**config.mk**
```make
export PLATFORM = sky130hd
export DESIGN_NAME = reset_hub
export DESIGN_NICKNAME = d
export VERILOG_FILES = /design/src/rtl/reset_hub_pkg.sv /design/src/rtl/bod_deglitch.sv /design/src/rtl/rst_stretch.sv /design/src/rtl/reset_status.sv /design/src/rtl/reset_hub.sv
export SDC_FILE = /design/constraint.sdc
export NUM_CORES = 1
export LEC_CHECK = 0
export ABC_AREA = 0
export BUFFER_PORTS_ARGS = -buffer_cell sky130_fd_sc_hd__buf_2
export CORE_ASPECT_RATIO = 0.75
export CORE_MARGIN = 2
export CORE_UTILIZATION = 55
export DETAILED_ROUTE_END_ITERATION = 10
export PLACE_DENSITY_LB_ADDON = 0.08
export REMOVE_ABC_BUFFERS = 1
export SLEW_MARGIN = 20
export SYNTH_ARGS = -nofsm -noshare
export SYNTH_HDL_FRONTEND = slang
export SYNTH_HIERARCHICAL = 1
export SYNTH_SLANG_ARGS = --single-unit
```
**constraint.sdc**
```tcl
create_clock -name clk_i -period 3.1 [get_ports clk_i]
set_input_delay 0.31 -clock clk_i [delete_from_list [all_inputs] [get_ports clk_i]]
set_output_delay 0.31 -clock clk_i [all_outputs]
set_load 0.02 [all_outputs]
```
**src/rtl/reset_hub_pkg.sv**
```systemverilog
package reset_hub_pkg;
  localparam int STS_W      = 6;
  localparam int STS_POR    = 0;
  localparam int STS_SWCHIP = 1;
  localparam int STS_WDT    = 2;
  localparam int STS_LOCK   = 3;
  localparam int STS_BOD    = 4;
  localparam int STS_SWCORE = 5;

  localparam int CTL_W    = 2;
  localparam int CTL_CHIP = 0;
  localparam int CTL_CORE = 1;

  typedef struct packed {
    logic sw_core;
    logic bod;
    logic lock;
    logic wdt;
    logic sw_chip;
  } rst_req_t;

  function automatic logic [STS_W-1:0] req_to_sts(rst_req_t r);
    logic [STS_W-1:0] s;
    s             = '0;
    s[STS_SWCHIP] = r.sw_chip;
    s[STS_WDT]    = r.wdt;
    s[STS_LOCK]   = r.lock;
    s[STS_BOD]    = r.bod;
    s[STS_SWCORE] = r.sw_core;
    return s;
  endfunction
endpackage

```
**src/rtl/bod_deglitch.sv**
```systemverilog
module bod_deglitch #(
  parameter int SEL_W = 3
) (
  input  logic             clk_i,
  input  logic             rst_ni,
  input  logic             bod_i,
  input  logic [SEL_W-1:0] sel_i,
  output logic             req_o
);
  localparam int CNT_W = (1 << SEL_W) + 1;

  logic [CNT_W-1:0] limit;
  logic [CNT_W-1:0] run_q;

  // sel 0: no wait, else 2^(sel+1) cycles
  always_comb begin
    if (sel_i == '0) limit = '0;
    else             limit = CNT_W'(1) << (int'(sel_i) + 1);
  end

  always_ff @(posedge clk_i or negedge rst_ni) begin
    if (!rst_ni)            run_q <= '0;
    else if (!bod_i)        run_q <= '0;
    else if (run_q < limit) run_q <= run_q + CNT_W'(1);
  end

  assign req_o = bod_i && ((limit == '0) || (run_q >= limit - CNT_W'(1)));
endmodule

```
**src/rtl/rst_stretch.sv**
```systemverilog
module rst_stretch #(
  parameter int CYCLES = 16
) (
  input  logic clk_i,
  input  logic rst_ni,
  input  logic req_i,
  output logic act_o
);
  localparam int CW = $clog2(CYCLES + 1);

  logic [CW-1:0] cnt_q;
  logic          act_q;

  // power-on starts a full stretch window
  always_ff @(posedge clk_i or negedge rst_ni) begin
    if (!rst_ni) begin
      cnt_q <= CW'(CYCLES);
      act_q <= 1'b1;
    end else if (req_i) begin
      cnt_q <= CW'(CYCLES);
      act_q <= 1'b1;
    end else if (cnt_q != '0) begin
      cnt_q <= cnt_q - CW'(1);
      act_q <= (cnt_q != CW'(1));
    end
  end

  assign act_o = act_q;
endmodule

```
**src/rtl/reset_status.sv**
```systemverilog
module reset_status #(
  parameter int W = 6,
  parameter logic [W-1:0] RST_VAL = '0
) (
  input  logic         clk_i,
  input  logic         rst_ni,
  input  logic [W-1:0] set_i,
  input  logic         clr_we_i,
  input  logic [W-1:0] clr_i,
  output logic [W-1:0] sts_o
);
  logic [W-1:0] sts_q;

  // set wins over clear; only power-on resets
  always_ff @(posedge clk_i or negedge rst_ni) begin
    if (!rst_ni) sts_q <= RST_VAL;
    else         sts_q <= (sts_q & ~(clr_we_i ? clr_i : '0)) | set_i;
  end

  assign sts_o = sts_q;
endmodule

```
**src/rtl/reset_hub.sv**
```systemverilog
module reset_hub
  import reset_hub_pkg::*;
#(
  parameter int SEL_W   = 3,
  parameter int STRETCH = 16
) (
  input  logic             clk_i,
  input  logic             rst_ni,
  input  logic             bod_i,
  input  logic [SEL_W-1:0] bod_sel_i,
  input  logic             wdt_tmo_i,
  input  logic             lockup_i,
  input  logic             dbg_mode_i,
  input  logic             ctrl_we_i,
  input  logic [CTL_W-1:0] ctrl_wdata_i,
  output logic [CTL_W-1:0] ctrl_o,
  input  logic             sts_clr_we_i,
  input  logic [STS_W-1:0] sts_clr_i,
  output logic [STS_W-1:0] sts_o,
  input  logic             cfg_boot_i,
  output logic             boot_sel_o,
  output logic             core_rst_no,
  output logic             periph_rst_no
);
  localparam logic [STS_W-1:0] STS_RST = STS_W'(1) << STS_POR;

  logic [CTL_W-1:0] ctrl_q;
  logic             bod_req;
  rst_req_t         req;
  logic             chip_req;
  logic             core_req;
  logic             chip_act;
  logic             core_act;
  logic             boot_q;

  // control bits live one cycle, cleared as the request is issued
  always_ff @(posedge clk_i or negedge rst_ni) begin
    if (!rst_ni)        ctrl_q <= '0;
    else if (ctrl_we_i) ctrl_q <= ctrl_wdata_i;
    else                ctrl_q <= '0;
  end

  bod_deglitch #(.SEL_W(SEL_W)) u_dgl (
    .clk_i  (clk_i),
    .rst_ni (rst_ni),
    .bod_i  (bod_i),
    .sel_i  (bod_sel_i),
    .req_o  (bod_req)
  );

  always_comb begin
    req.sw_core = ctrl_q[CTL_CORE];
    req.sw_chip = ctrl_q[CTL_CHIP];
    req.bod     = bod_req;
    req.wdt     = wdt_tmo_i;
    req.lock    = lockup_i && !dbg_mode_i;
  end

  assign chip_req = req.sw_chip | req.bod | req.wdt | req.lock;
  assign core_req = chip_req | req.sw_core;

  logic [1:0] dom_req;
  logic [1:0] dom_act;
  assign dom_req = {chip_req, core_req};

  for (genvar d = 0; d < 2; d++) begin : g_dom
    rst_stretch #(.CYCLES(STRETCH)) u_str (
      .clk_i  (clk_i),
      .rst_ni (rst_ni),
      .req_i  (dom_req[d]),
      .act_o  (dom_act[d])
    );
  end

  assign core_act = dom_act[0];
  assign chip_act = dom_act[1];

  reset_status #(.W(STS_W), .RST_VAL(STS_RST)) u_sts (
    .clk_i    (clk_i),
    .rst_ni   (rst_ni),
    .set_i    (req_to_sts(req)),
    .clr_we_i (sts_clr_we_i),
    .clr_i    (sts_clr_i),
    .sts_o    (sts_o)
  );

  always_ff @(posedge clk_i or negedge rst_ni) begin
    if (!rst_ni)       boot_q <= 1'b0;
    else if (chip_act) boot_q <= cfg_boot_i;
  end

  assign ctrl_o        = ctrl_q;
  assign boot_sel_o    = boot_q;
  assign core_rst_no   = ~core_act;
  assign periph_rst_no = ~chip_act;
endmodule

```
==> results.toml <==
[run_status]
outcome = "finished, final reports clean"

[power_and_ir_drop]
report.power.total_mw = 1.25
power_density_nw_per_um2 = 544
p_leak_nw = 1.14
power.ir.vdd_worst_mv = 0.349

[critical_path]
timing.critical_path.fanout_max = 8
path_depth_of_the_worst_reg2reg_path = 9
crit_path_capture_type = "flop"
critPathArrivalTime_ns = 2.80
element_type_at_the_critical_path_start = "input port"
critical_path_required_ns = 3.31
timing_worst_setup_path_type = "input port to flop"

[detailed_routing]
routed_via_density = 5.81
routed_wl_um = 3990
dr.pass1.iters = 4
initial_drt_markers = 107
routed_wire_length_per_instance_um = 14.5
final_antenna_net_count = 0
drc_errors = 0
dr_total_vias = 1597

[timing]
final_critical_path_time_including_i_o_delays_and_setup_ns = 2.60
finalSetupViolations = 0
final.setup.tns_ns = 0
unrepaired_setup_endpoints_after_global_routing = "false"
clock-skew-final_ns = 0.00395
worstMarginPinSlew_ns = 0.636
max_slew_margin = 0.576
min_period_over_period = 0.838
maxClockFrequency_mhz = 385
hold_violations = 0
timing.final.max_slew_violations = 0
holdWs_ns = 0.0472

[final_layout]
area.sequential_um2 = 757
finish.net_count = 278
area_growth_syn_to_layout_pct = 16.2
layout.cells.non_filler = 275
num-fill-cells = 256
antenna_cells_inserted = 0
multi_input_area_um2 = 1170
post_route_cells_drive_above_1_share = 0.230

[global_routing]
number_of_antenna_violations_at_the_first_check_in_global_routing = 0
largest_net_degree_at_the_start_of_global_routing = 31
via_count_of_the_first_global_routing_pass = 1495
global_route.usage.total = 0.210
total_overflow_reported_by_the_global_router = 0
grt_pass1_wl_um = 6620

[logic_synthesis]
synth_top_cells_by_count = "sky130_fd_sc_hd__dfrtp_1 (25), sky130_fd_sc_hd__ha_1 (24), sky130_fd_sc_hd__nor2_1 (17), sky130_fd_sc_hd__nand2_1 (15), sky130_fd_sc_hd__a21o_1 (11)"
synthCells = 199
post_synth_top_flop = "sky130_fd_sc_hd__dfrtp_1"
post-synth-top-count-cell = "sky130_fd_sc_hd__dfrtp_1"
synth-edff-count = 0
ys_seq_elements = 30
synth_top_area_cell = "sky130_fd_sc_hd__dfrtp_1"
synth_area_leaders = "sky130_fd_sc_hd__dfrtp_1 (32%), sky130_fd_sc_hd__ha_1 (15%), sky130_fd_sc_hd__dfstp_2 (6.6%)"
synth.yosys.seq_area_share = 0.382
yosys_warnings = 6
synthesis.area_per_instance_um2 = 9.96
post_synth_instance_area_um2 = 1980
synth_largest_type_area_fraction = 0.316
yosys.cell_types.count = 46
ys_async_sr_fraction = 1.00

[die]
design.die.area_um2 = 4100
start_util = 0.587
die_height_um = 56.0
die_width_um = 73.3
fp-row-count = 18
core_region_area_um2 = 3380
io_pins = 31

[clock_network]
cts_tree = "built"
clk_path_buf_depth = 2
ctsHtreeMaxLevel = 2
cts-hold-fix-buffers = 0
cts_sinks = 30
tritoncts.num_buffers = 5
postCtsSetupRepairBufs = 0
postCtsResizedCells = 0
clk_root_buffer_cell = "sky130_fd_sc_hd__clkbuf_8"
cts.clk_slew.worst_paths_ns = 0.07
clk-insertion-delay-late_ns = 0.28

[placed_design]
io_buffer_count = 30
dpl_cells = 267
weighted_congestion_reported_at_the_end_of_routability_driven_placement = 0.824
hpwlAfterDp_um = 2950

[flow_run]
max-cap-violations = 0

[min_path]
hold_path.class = "input port to async pin"
[area by class of cell]
class	count	share of cell area
Sequential cell	30	0.329
Clock inverter	2	0.0261
Inverter	8	0.0130
Clock buffer	6	0.0359
Multi-Input combinational cell	159	0.509
Timing Repair Buffer	30	0.0652
Tap cell	40	0.0217
[worst paths after layout]
path	start	to	slack (ns)
max	bod_sel_i[1]	g_dom[1].u_str/act_o$_DFFE_PN1P_	0.50
min	rst_ni	g_dom[1].u_str/cnt_q[1]$_DFFE_PN0P_	0.05
max reg2reg	u_dgl/run_q[1]$_DFFE_PN0P_	g_dom[1].u_str/act_o$_DFFE_PN1P_	0.55
min reg2reg	u_sts/sts_o[3]$_DFF_PN0_	u_sts/sts_o[3]$_DFF_PN0_	0.48
max in group asynchronous	rst_ni	g_dom[0].u_str/cnt_q[2]$_DFFE_PN0P_	2.64
min in group clk_i	wdt_tmo_i	u_sts/sts_o[2]$_DFF_PN0_	0.24
[metrics by stage]
step	instance area, µm²	setup slack [ns]	util
2_1_floorplan	1960	0.549	-
6_report	2300	0.503	0.681
3_5_place_dp	2160	0.204	0.639
5_1_grt	2300	0.341	0.681
4_1_cts	2300	0.499	0.681
3_3_place_gp	2160	0.297	0.639
[report_power, final]
part | total [mW] | leakage [nW] | internal [mW] | switching [mW]
logic | 0.276 | 0.693 | 0.130 | 0.146
registers | 0.484 | 0.378 | 0.433 | 0.0516
clock network | 0.492 | 0.0714 | 0.343 | 0.149
[layout by cell type (no fill, tap or decap), drive strengths merged, types with 6 or more instances in the layout]
cell type  netlist  final
nor3             7      7
conb             2      6
dfrtp           25     25
xnor2            7      7
nand2           15     15
nand3            6      6
clkbuf           3      6
buf              3     30
nor2            17     17
o21ai            8      8
a21o            11     11
inv              8      8
ha              24     24
[state kept, by name, summed over array words and instances (netlist names)]
register,flops
boot_sel_o,1
g_dom.u_str/cnt_q,10
ctrl_o,2
u_sts/sts_o,6
u_dgl/run_q,9
g_dom.u_str/act_o,2
[per-layer routing]
| metal | GRT usage | share of wire | routed length (µm) |
|---|---|---|---|
| met2 | 0.308 | 0.46 | 1830 |
| met3 | 0.0906 | 0.065 | 259 |
| met1 | 0.279 | 0.46 | 1850 |
| met5 | 0 | 0 | 0 |
| met4 | 0.0649 | 0.012 | 48 |
[worst max-delay path, stage by stage]
cell and delay [ns]:
sky130_fd_sc_hd__buf_2 0.13, sky130_fd_sc_hd__or3b_2 0.52, sky130_fd_sc_hd__nand2_1 0.09, sky130_fd_sc_hd__ha_1 0.24
sky130_fd_sc_hd__a21o_1 0.18, sky130_fd_sc_hd__nand2_1 0.06, sky130_fd_sc_hd__a31oi_1 0.07, sky130_fd_sc_hd__o211ai_1 0.15
sky130_fd_sc_hd__a21boi_0 0.16, sky130_fd_sc_hd__or4_1 0.65, sky130_fd_sc_hd__nor2_1 0.15, sky130_fd_sc_hd__nand3_1 0.09
[kinds of logic after synthesis]
group                      synth area share
and+or+nand+nor                       0.206
AOI/OAI and AO/OA                     0.170
DFF                                   0.382
adders and majority gates             0.152
buffers and inverters                0.0341
xor gates and xnor gates             0.0354
muxes                                0.0170
other                               0.00379
No activity file was read; power rests on OpenSTA's default activity.
